<file path="src/rtl/qpool_pkg.sv">
package qpool_pkg;

    localparam int QP_NUM_Q      = 31;
    localparam int QP_CNT_W      = 8;
    localparam int QP_POOL_CELLS = 64;
    localparam int QP_THR_RESET  = 4;

    typedef enum logic [1:0] {
        RGN_LIMIT = 2'd0,
        RGN_FULL  = 2'd1,
        RGN_EMPTY = 2'd2,
        RGN_NONE  = 2'd3
    } reg_region_e;

endpackage

</file>
<file path="src/rtl/qpool_thresholds.sv">
module qpool_thresholds #(
    parameter int NUM_Q     = 31,
    parameter int CNT_W     = 8,
    parameter int QID_W     = 5,
    parameter int ADDR_W    = 6,
    parameter int THR_RESET = 4
) (
    input  logic                            clk,
    input  logic                            rst_n,
    input  logic                            wr_en,
    input  logic [ADDR_W-1:0]               wr_addr,
    input  logic [CNT_W-1:0]                wr_data,
    input  logic                            lock,
    output logic [NUM_Q-1:0][CNT_W-1:0]     thr
);

    typedef struct packed {
        logic [NUM_Q-1:0][CNT_W-1:0] limit;
    } thr_state_t;

    thr_state_t s_d, s_q;
    logic [QID_W-1:0] sel_d;

    always_comb begin
        s_d   = s_q;
        sel_d = wr_addr[QID_W-1:0];
        if (wr_en && !lock && (int'(wr_addr) < NUM_Q)) begin
            s_d.limit[sel_d] = wr_data;
        end
    end

    always_ff @(posedge clk) begin
        if (!rst_n) begin
            for (int i = 0; i < NUM_Q; i++) begin
                s_q.limit[i] <= CNT_W'(THR_RESET);
            end
        end else begin
            s_q <= s_d;
        end
    end

    assign thr = s_q.limit;

endmodule

</file>
<file path="src/rtl/qpool_counters.sv">
module qpool_counters #(
    parameter int NUM_Q      = 31,
    parameter int CNT_W      = 8,
    parameter int QID_W      = 5,
    parameter int POOL_CELLS = 64,
    parameter int FREE_W     = 7
) (
    input  logic                            clk,
    input  logic                            rst_n,
    input  logic                            enq_valid,
    input  logic [QID_W-1:0]                enq_qid,
    input  logic                            deq_valid,
    input  logic [QID_W-1:0]                deq_qid,
    input  logic [NUM_Q-1:0][CNT_W-1:0]     thr,
    output logic [NUM_Q-1:0][CNT_W-1:0]     cnt,
    output logic [FREE_W-1:0]               free,
    output logic                            enq_acc,
    output logic                            enq_rej,
    output logic                            deq_acc,
    output logic                            deq_rej
);

    typedef struct packed {
        logic [NUM_Q-1:0][CNT_W-1:0] count;
        logic [FREE_W-1:0]           free_slots;
        logic                        enq_acc;
        logic                        enq_rej;
        logic                        deq_acc;
        logic                        deq_rej;
    } cnt_state_t;

    cnt_state_t s_d, s_q;

    logic             enq_in_range, deq_in_range;
    logic [QID_W-1:0] enq_idx, deq_idx;
    logic             enq_ok, deq_ok;

    always_comb begin
        enq_in_range = int'(enq_qid) < NUM_Q;
        deq_in_range = int'(deq_qid) < NUM_Q;
        enq_idx      = enq_in_range ? enq_qid : '0;
        deq_idx      = deq_in_range ? deq_qid : '0;

        // verdicts use start-of-cycle state only
        enq_ok = enq_valid && enq_in_range
              && (s_q.count[enq_idx] < thr[enq_idx])
              && (s_q.free_slots != '0);
        deq_ok = deq_valid && deq_in_range
              && (s_q.count[deq_idx] != '0);

        s_d         = s_q;
        s_d.enq_acc = enq_ok;
        s_d.enq_rej = enq_valid && !enq_ok;
        s_d.deq_acc = deq_ok;
        s_d.deq_rej = deq_valid && !deq_ok;

        for (int i = 0; i < NUM_Q; i++) begin
            if (enq_ok && (enq_idx == QID_W'(i)) && !(deq_ok && (deq_idx == QID_W'(i)))) begin
                s_d.count[i] = s_q.count[i] + CNT_W'(1);
            end else if (deq_ok && (deq_idx == QID_W'(i)) && !(enq_ok && (enq_idx == QID_W'(i)))) begin
                s_d.count[i] = s_q.count[i] - CNT_W'(1);
            end
        end

        unique case ({enq_ok, deq_ok})
            2'b10:   s_d.free_slots = s_q.free_slots - FREE_W'(1);
            2'b01:   s_d.free_slots = s_q.free_slots + FREE_W'(1);
            default: s_d.free_slots = s_q.free_slots;
        endcase
    end

    always_ff @(posedge clk) begin
        if (!rst_n) begin
            s_q.count      <= '0;
            s_q.free_slots <= FREE_W'(POOL_CELLS);
            s_q.enq_acc    <= 1'b0;
            s_q.enq_rej    <= 1'b0;
            s_q.deq_acc    <= 1'b0;
            s_q.deq_rej    <= 1'b0;
        end else begin
            s_q <= s_d;
        end
    end

    assign cnt     = s_q.count;
    assign free    = s_q.free_slots;
    assign enq_acc = s_q.enq_acc;
    assign enq_rej = s_q.enq_rej;
    assign deq_acc = s_q.deq_acc;
    assign deq_rej = s_q.deq_rej;

endmodule

</file>
<file path="src/rtl/qpool_status.sv">
module qpool_status
    import qpool_pkg::*;
#(
    parameter int NUM_Q  = 31,
    parameter int CNT_W  = 8,
    parameter int QID_W  = 5,
    parameter int ADDR_W = 6,
    parameter int FREE_W = 7
) (
    input  logic [NUM_Q-1:0][CNT_W-1:0]     cnt,
    input  logic [NUM_Q-1:0][CNT_W-1:0]     thr,
    input  logic [FREE_W-1:0]               free,
    input  logic [ADDR_W-1:0]               rd_addr,
    output logic [CNT_W-1:0]                rdata,
    output logic                            pool_empty_slots
);

    localparam int NWORDS     = (NUM_Q + 1 + 7) / 8;
    localparam int FLAG_W     = NWORDS * 8;
    localparam int FULL_BASE  = 1 << QID_W;
    localparam int EMPTY_BASE = FULL_BASE + NWORDS;

    logic [FLAG_W-1:0] full_vec, empty_vec;
    logic              no_slot;

    assign no_slot          = (free == '0);
    assign pool_empty_slots = no_slot;

    for (genvar g = 0; g < FLAG_W; g++) begin : g_flag
        if (g < NUM_Q) begin : g_queue
            assign full_vec[g]  = (cnt[g] >= thr[g]);
            assign empty_vec[g] = (cnt[g] == '0);
        end else if (g == FLAG_W - 1) begin : g_global
            assign full_vec[g]  = no_slot;
            assign empty_vec[g] = 1'b0;
        end else begin : g_pad
            assign full_vec[g]  = 1'b0;
            assign empty_vec[g] = 1'b0;
        end
    end

    reg_region_e      region;
    int               word_idx;
    logic [QID_W-1:0] lim_idx;

    always_comb begin
        lim_idx  = rd_addr[QID_W-1:0];
        word_idx = 0;
        region   = RGN_NONE;
        if (int'(rd_addr) < NUM_Q) begin
            region = RGN_LIMIT;
        end else if ((int'(rd_addr) >= FULL_BASE) && (int'(rd_addr) < EMPTY_BASE)) begin
            region   = RGN_FULL;
            word_idx = int'(rd_addr) - FULL_BASE;
        end else if ((int'(rd_addr) >= EMPTY_BASE) && (int'(rd_addr) < EMPTY_BASE + NWORDS)) begin
            region   = RGN_EMPTY;
            word_idx = int'(rd_addr) - EMPTY_BASE;
        end

        unique case (region)
            RGN_LIMIT: rdata = thr[lim_idx];
            RGN_FULL:  rdata = full_vec[word_idx*8 +: 8];
            RGN_EMPTY: rdata = empty_vec[word_idx*8 +: 8];
            default:   rdata = '0;
        endcase
    end

endmodule

</file>
<file path="src/rtl/qpool_occupancy.sv">
module qpool_occupancy
    import qpool_pkg::*;
#(
    parameter int NUM_Q      = QP_NUM_Q,
    parameter int CNT_W      = QP_CNT_W,
    parameter int POOL_CELLS = QP_POOL_CELLS,
    parameter int THR_RESET  = QP_THR_RESET,
    parameter int QID_W      = 5,
    parameter int ADDR_W     = QID_W + 1
) (
    input  logic              clk,
    input  logic              rst_n,
    input  logic              enq_valid,
    input  logic [QID_W-1:0]  enq_qid,
    input  logic              deq_valid,
    input  logic [QID_W-1:0]  deq_qid,
    output logic              enq_accept,
    output logic              enq_reject,
    output logic              deq_accept,
    output logic              deq_reject,
    input  logic [ADDR_W-1:0] reg_addr,
    input  logic              reg_wr,
    input  logic [CNT_W-1:0]  reg_wdata,
    output logic [CNT_W-1:0]  reg_rdata,
    input  logic              thr_lock,
    output logic              pool_full
);

    localparam int FREE_W = $clog2(POOL_CELLS + 1);

    logic [NUM_Q-1:0][CNT_W-1:0] q_limit;
    logic [NUM_Q-1:0][CNT_W-1:0] q_count;
    logic [FREE_W-1:0]           free_slots;

    qpool_thresholds #(
        .NUM_Q(NUM_Q), .CNT_W(CNT_W), .QID_W(QID_W),
        .ADDR_W(ADDR_W), .THR_RESET(THR_RESET)
    ) i_thresholds (
        .clk     (clk),
        .rst_n   (rst_n),
        .wr_en   (reg_wr),
        .wr_addr (reg_addr),
        .wr_data (reg_wdata),
        .lock    (thr_lock),
        .thr     (q_limit)
    );

    qpool_counters #(
        .NUM_Q(NUM_Q), .CNT_W(CNT_W), .QID_W(QID_W),
        .POOL_CELLS(POOL_CELLS), .FREE_W(FREE_W)
    ) i_counters (
        .clk       (clk),
        .rst_n     (rst_n),
        .enq_valid (enq_valid),
        .enq_qid   (enq_qid),
        .deq_valid (deq_valid),
        .deq_qid   (deq_qid),
        .thr       (q_limit),
        .cnt       (q_count),
        .free      (free_slots),
        .enq_acc   (enq_accept),
        .enq_rej   (enq_reject),
        .deq_acc   (deq_accept),
        .deq_rej   (deq_reject)
    );

    qpool_status #(
        .NUM_Q(NUM_Q), .CNT_W(CNT_W), .QID_W(QID_W),
        .ADDR_W(ADDR_W), .FREE_W(FREE_W)
    ) i_status (
        .cnt              (q_count),
        .thr              (q_limit),
        .free             (free_slots),
        .rd_addr          (reg_addr),
        .rdata            (reg_rdata),
        .pool_empty_slots (pool_full)
    );

endmodule

</file>
<file path="config.mk">
export PLATFORM = sky130hd
export DESIGN_NAME = qpool_occupancy
export DESIGN_NICKNAME = d
export VERILOG_FILES = /design/src/rtl/qpool_pkg.sv /design/src/rtl/qpool_thresholds.sv /design/src/rtl/qpool_counters.sv /design/src/rtl/qpool_status.sv /design/src/rtl/qpool_occupancy.sv
export SDC_FILE = /design/constraint.sdc
export NUM_CORES = 2
export LEC_CHECK = 0
export ABC_CLOCK_PERIOD_IN_PS = 7550
export CORE_MARGIN = 1.5
export CORE_UTILIZATION = 50
export CTS_CLUSTER_DIAMETER = 80
export DETAILED_ROUTE_END_ITERATION = 10
export PLACE_DENSITY = 0.66
export SYNTH_ARGS = -nofsm -noshare
export SYNTH_HDL_FRONTEND = slang
export SYNTH_HIERARCHICAL = 1
export SYNTH_SLANG_ARGS = --single-unit
</file>
<file path="constraint.sdc">
create_clock -name clk -period 7.55 [get_ports clk]
set_input_delay 0.755 -clock clk [delete_from_list [all_inputs] [get_ports clk]]
set_output_delay 0.755 -clock clk [all_outputs]
set_load 0.01 [all_outputs]
</file>
==> flow_summary.rst <==
.. list-table::
   :header-rows: 1

   * - Metric
     - Value
   * - Status
     - finished, final reports clean
   * - Signed area change from the synthesized netlist to the final layout
     - 14.9%
   * - Required time at the endpoint of the critical path
     - 8120 ps
   * - Root Driver
     - sky130_fd_sc_hd__clkbuf_16
   * - Highest layer used for signal routing
     - met5
   * - Startpoint-to-endpoint class of the critical path
     - in2reg
   * - Share of power burned in registers
     - 35.4%
   * - Hold Vio Cnt, Final
     - 0
   * - Master of the slowest instance on the critical path
     - sky130_fd_sc_hd__clkdlybuf4s50_1
   * - Sequential cell area
     - 10100 um2
   * - Max Clk Rate
     - 138 MHz
   * - Proportion of total power due to net switching
     - roughly a third
   * - Area of combinational cells with multiple inputs
     - 29200 um2
   * - Final setup violating endpoints
     - 0
   * - Residual DRC count
     - 0
   * - Largest net degree at the start of global routing
     - 86
   * - Antenna violations before repair
     - 21
   * - Internal power
     - between 5 and 6 mW
   * - Routed Wire Length
     - 184000 um
   * - Residual antenna-violating net count after detailed routing
     - 0
   * - Post-Synthesis Mean Instance Area
     - 8.32 um2
   * - Width of the die
     - roughly 300 um
   * - Net switching component of the power
     - 2.63 mW
   * - Clock period minus worst slack
     - 7250 ps
   * - Leakage power figure
     - between 20 and 25 nW
   * - Initial Utilization
     - 50.4%
   * - Final Cell Area
     - just under 50000 um2
   * - Length of routed met2 wiring
     - 73600 um
   * - HPWL reported at the end of detailed placement
     - around 140000 um
   * - Detailed-routed wire length on met3
     - 23200 um
   * - Setup crit end kind
     - flip-flop
   * - Clk Latency, worst-skew pair
     - 660 ps
   * - Highest fanout seen on the critical path
     - 20
   * - Number of buffers inserted by hold repair at cts
     - 0
   * - Number of vias per cell after detailed routing
     - 6.51
   * - Type of the worst min-delay path
     - reg2reg
   * - Asr flop ratio synth
     - 0%
   * - Net Count, Synth
     - 5598
   * - Combinational group share of total power
     - approximately a quarter
   * - Tightest slew margin relative to the limit
     - 14.8%
   * - Sequential share of the synthesized area
     - 24.2%
   * - H-tree depth
     - 3
   * - Critical path arrival
     - 7820 ps
   * - Filler Cells Inserted
     - 7589
   * - Number of distinct library cells after synthesis
     - 92
   * - Portion of total power attributed to the clock network
     - 41.0%
   * - Count of placed standard cells including taps
     - between 6000 and 7000
   * - Setup repair after global routing missed its margin
     - no
   * - Fin. max-slew vios
     - 0
   * - Standard cell area after detailed placement
     - 46000 um2
   * - Total clock buffers created by CTS
     - 66
   * - Cells after synthesis
     - 5050
   * - Via count of the first global-routing pass
     - about 39000
   * - Die Span Y
     - about 300 um
   * - Number of port buffers
     - between 40 and 50
   * - Remaining global-route overflow
     - 0
   * - Post-layout net count
     - 5855
   * - Most used flip-flop cell after synthesis
     - sky130_fd_sc_hd__dfxtp_1
   * - Transition time at the pin with the least slew margin
     - 1270 ps
   * - Skew final
     - 36.2 ps
   * - Routed wirelength normalized by instance count
     - 28.5 um
   * - Clock buffer depth
     - 3
   * - Pwr per Cell Area
     - 168 nW/um2
   * - Maximum single-stage delay on the critical path
     - about 600 ps
   * - DIE AREA
     - about 86000 um2
   * - Filler-free cell count of the finished design
     - 6440
   * - Area of the core region
     - 83400 um2
   * - Clock slew at the register clock pins of the worst setup and hold paths
     - 60 ps
   * - Power after layout
     - 8.12 mW
   * - GRT Util Overall
     - between 40% and 50%
   * - Fraction of layout cells with a size suffix above 1
     - between 10% and 20%
   * - Placement Rows
     - 106
   * - DR iter-0 viols
     - between 5000 and 6000
   * - Top-level port count
     - 43
   * - # clock sinks
     - 507
   * - Gpl congestion
     - 1.09
   * - TritonCTS clock tree
     - done
   * - Yosys warning count
     - 6
   * - Worst VDD drop
     - 0.153 mV
   * - Met1 layer wirelength in the final routing
     - 75500 um
   * - Critical path startpoint category
     - input port
   * - Final period utilization
     - 96.0%
   * - First-pass GRT wire length
     - between 200000 and 300000 um
   * - Yosys reg bits
     - around 500
   * - Count of vias placed by the detailed router
     - between 40000 and 50000
   * - Detailed-routing iteration count for the pre-antenna-repair pass
     - 9
   * - MaxCap Viol Count
     - 0
   * - Netlist area before placement
     - 42000 um2
   * - Count of flip-flops with a built-in enable after synthesis
     - 0
[layout make-up]
type,instances,area share [%]
inverters,372,2.90
clock inverters,26,0.757
clock buffers,89,3.85
multi-input cells,3881,60.5
diodes,6,0.0311
well taps,1080,2.80
repair buffers,479,8.11
flip-flops and latches,507,21.0
[worst max-delay path, delay by kind of cell]
kind                       cells  cell delay (ps)
AOI/OAI and AO/OA             11             2910
buffers and inverters          7             1680
and+or+nand+nor                5              760
muxes                          3              830
adders and majority gates      3              820
[worst paths after layout]
path / start / cells after the start / end / slack [ps]
setup / recovery: enq_qid[2] / 29 / i_counters/cnt[175]$_SDFFE_PN0P_ / 300
hold / removal: i_thresholds/thr[188]$_SDFFE_PN0P_ / 2 / i_thresholds/thr[188]$_SDFFE_PN0P_ / 480
setup reg to reg: i_counters/cnt[158]$_SDFFE_PN0P_ / 26 / i_counters/cnt[175]$_SDFFE_PN0P_ / 1140
hold reg to reg: i_thresholds/thr[188]$_SDFFE_PN0P_ / 2 / i_thresholds/thr[188]$_SDFFE_PN0P_ / 480
[synth_stat cells (76+ instances only)]
master / count / area (um2)
sky130_fd_sc_hd__inv_1: 371 / 1390
sky130_fd_sc_hd__nor4_1: 76 / 475
sky130_fd_sc_hd__a21oi_1: 394 / 1970
sky130_fd_sc_hd__clkbuf_1: 178 / 668
sky130_fd_sc_hd__dfxtp_1: 507 / 10100
sky130_fd_sc_hd__ha_1: 486 / 6080
sky130_fd_sc_hd__o21ai_0: 136 / 681
sky130_fd_sc_hd__xnor2_1: 153 / 1340
sky130_fd_sc_hd__a21o_1: 79 / 593
sky130_fd_sc_hd__mux2i_1: 421 / 4210
sky130_fd_sc_hd__nor3_1: 111 / 556
sky130_fd_sc_hd__nor2_1: 535 / 2010
sky130_fd_sc_hd__nand2_1: 433 / 1630
[what timing repair did]
item,CTS,global route
gates resized for setup,0,1
buffers inserted,0,0
endpoints found under the setup margin,0,1
[placed cells by master (no fill, tap or decap), types with 67 or more instances in the layout]
master	count
sky130_fd_sc_hd__nor2_1	534
sky130_fd_sc_hd__dfxtp_1	507
sky130_fd_sc_hd__ha_1	485
sky130_fd_sc_hd__nand2_1	431
sky130_fd_sc_hd__mux2i_1	421
sky130_fd_sc_hd__buf_4	421
sky130_fd_sc_hd__a21oi_1	392
sky130_fd_sc_hd__inv_1	371
sky130_fd_sc_hd__xnor2_1	153
sky130_fd_sc_hd__o21ai_0	134
sky130_fd_sc_hd__nor3_1	111
sky130_fd_sc_hd__a21o_1	78
sky130_fd_sc_hd__nor4_1	76
sky130_fd_sc_hd__nand2b_1	71
sky130_fd_sc_hd__o22ai_1	68
sky130_fd_sc_hd__o21bai_1	68
sky130_fd_sc_hd__clkbuf_16	67
[power by group through the flow]
stage,Sequential [mW],Clock (mW),Combinational [mW]
2_1_floorplan,2.86,0,1.15
3_3_place_gp,2.92,0,1.83
3_5_place_dp,2.92,0,1.85
4_1_cts,2.86,3.35,1.86
5_1_grt,2.88,3.46,2.04
6_report,2.87,3.33,1.92
[per-layer routing]
layer	vias to the layer above	track usage, %
met5	-	0
met4	30	22.3
met3	656	12.3
met2	2653	60.0
met1	19890	56.7
li1	18724	-
[registers in the layout, summed over array words and instances (netlist names)]
register / flops
i_thresholds/thr: 248
i_counters/enq_acc: 1
i_counters/enq_rej: 1
i_counters/cnt: 248
i_counters/free: 7
i_counters/deq_rej: 1
i_counters/deq_acc: 1
[cell families after synthesis]
kind of cell    synth area share [%]
flops                           24.2
compound gates                  16.7
simple gates                    18.1
mux                             14.5
xor+xnor                        3.88
buf+inv                         6.56
fa+ha+maj                       16.0
[per-stage QoR]
step           setup slack (ps)  utilization (%)  hold slack, ps  setup TNS, ps
5_1_grt                    20.1             57.9             504              0
2_1_floorplan              1030                -             448              0
6_report                    302             57.9             479              0
4_1_cts                     476             57.9             478              0
3_5_place_dp               -157             55.2             470           -463
3_3_place_gp               33.1             55.2             458              0
Note: power is estimated with default switching activity, not from simulation.
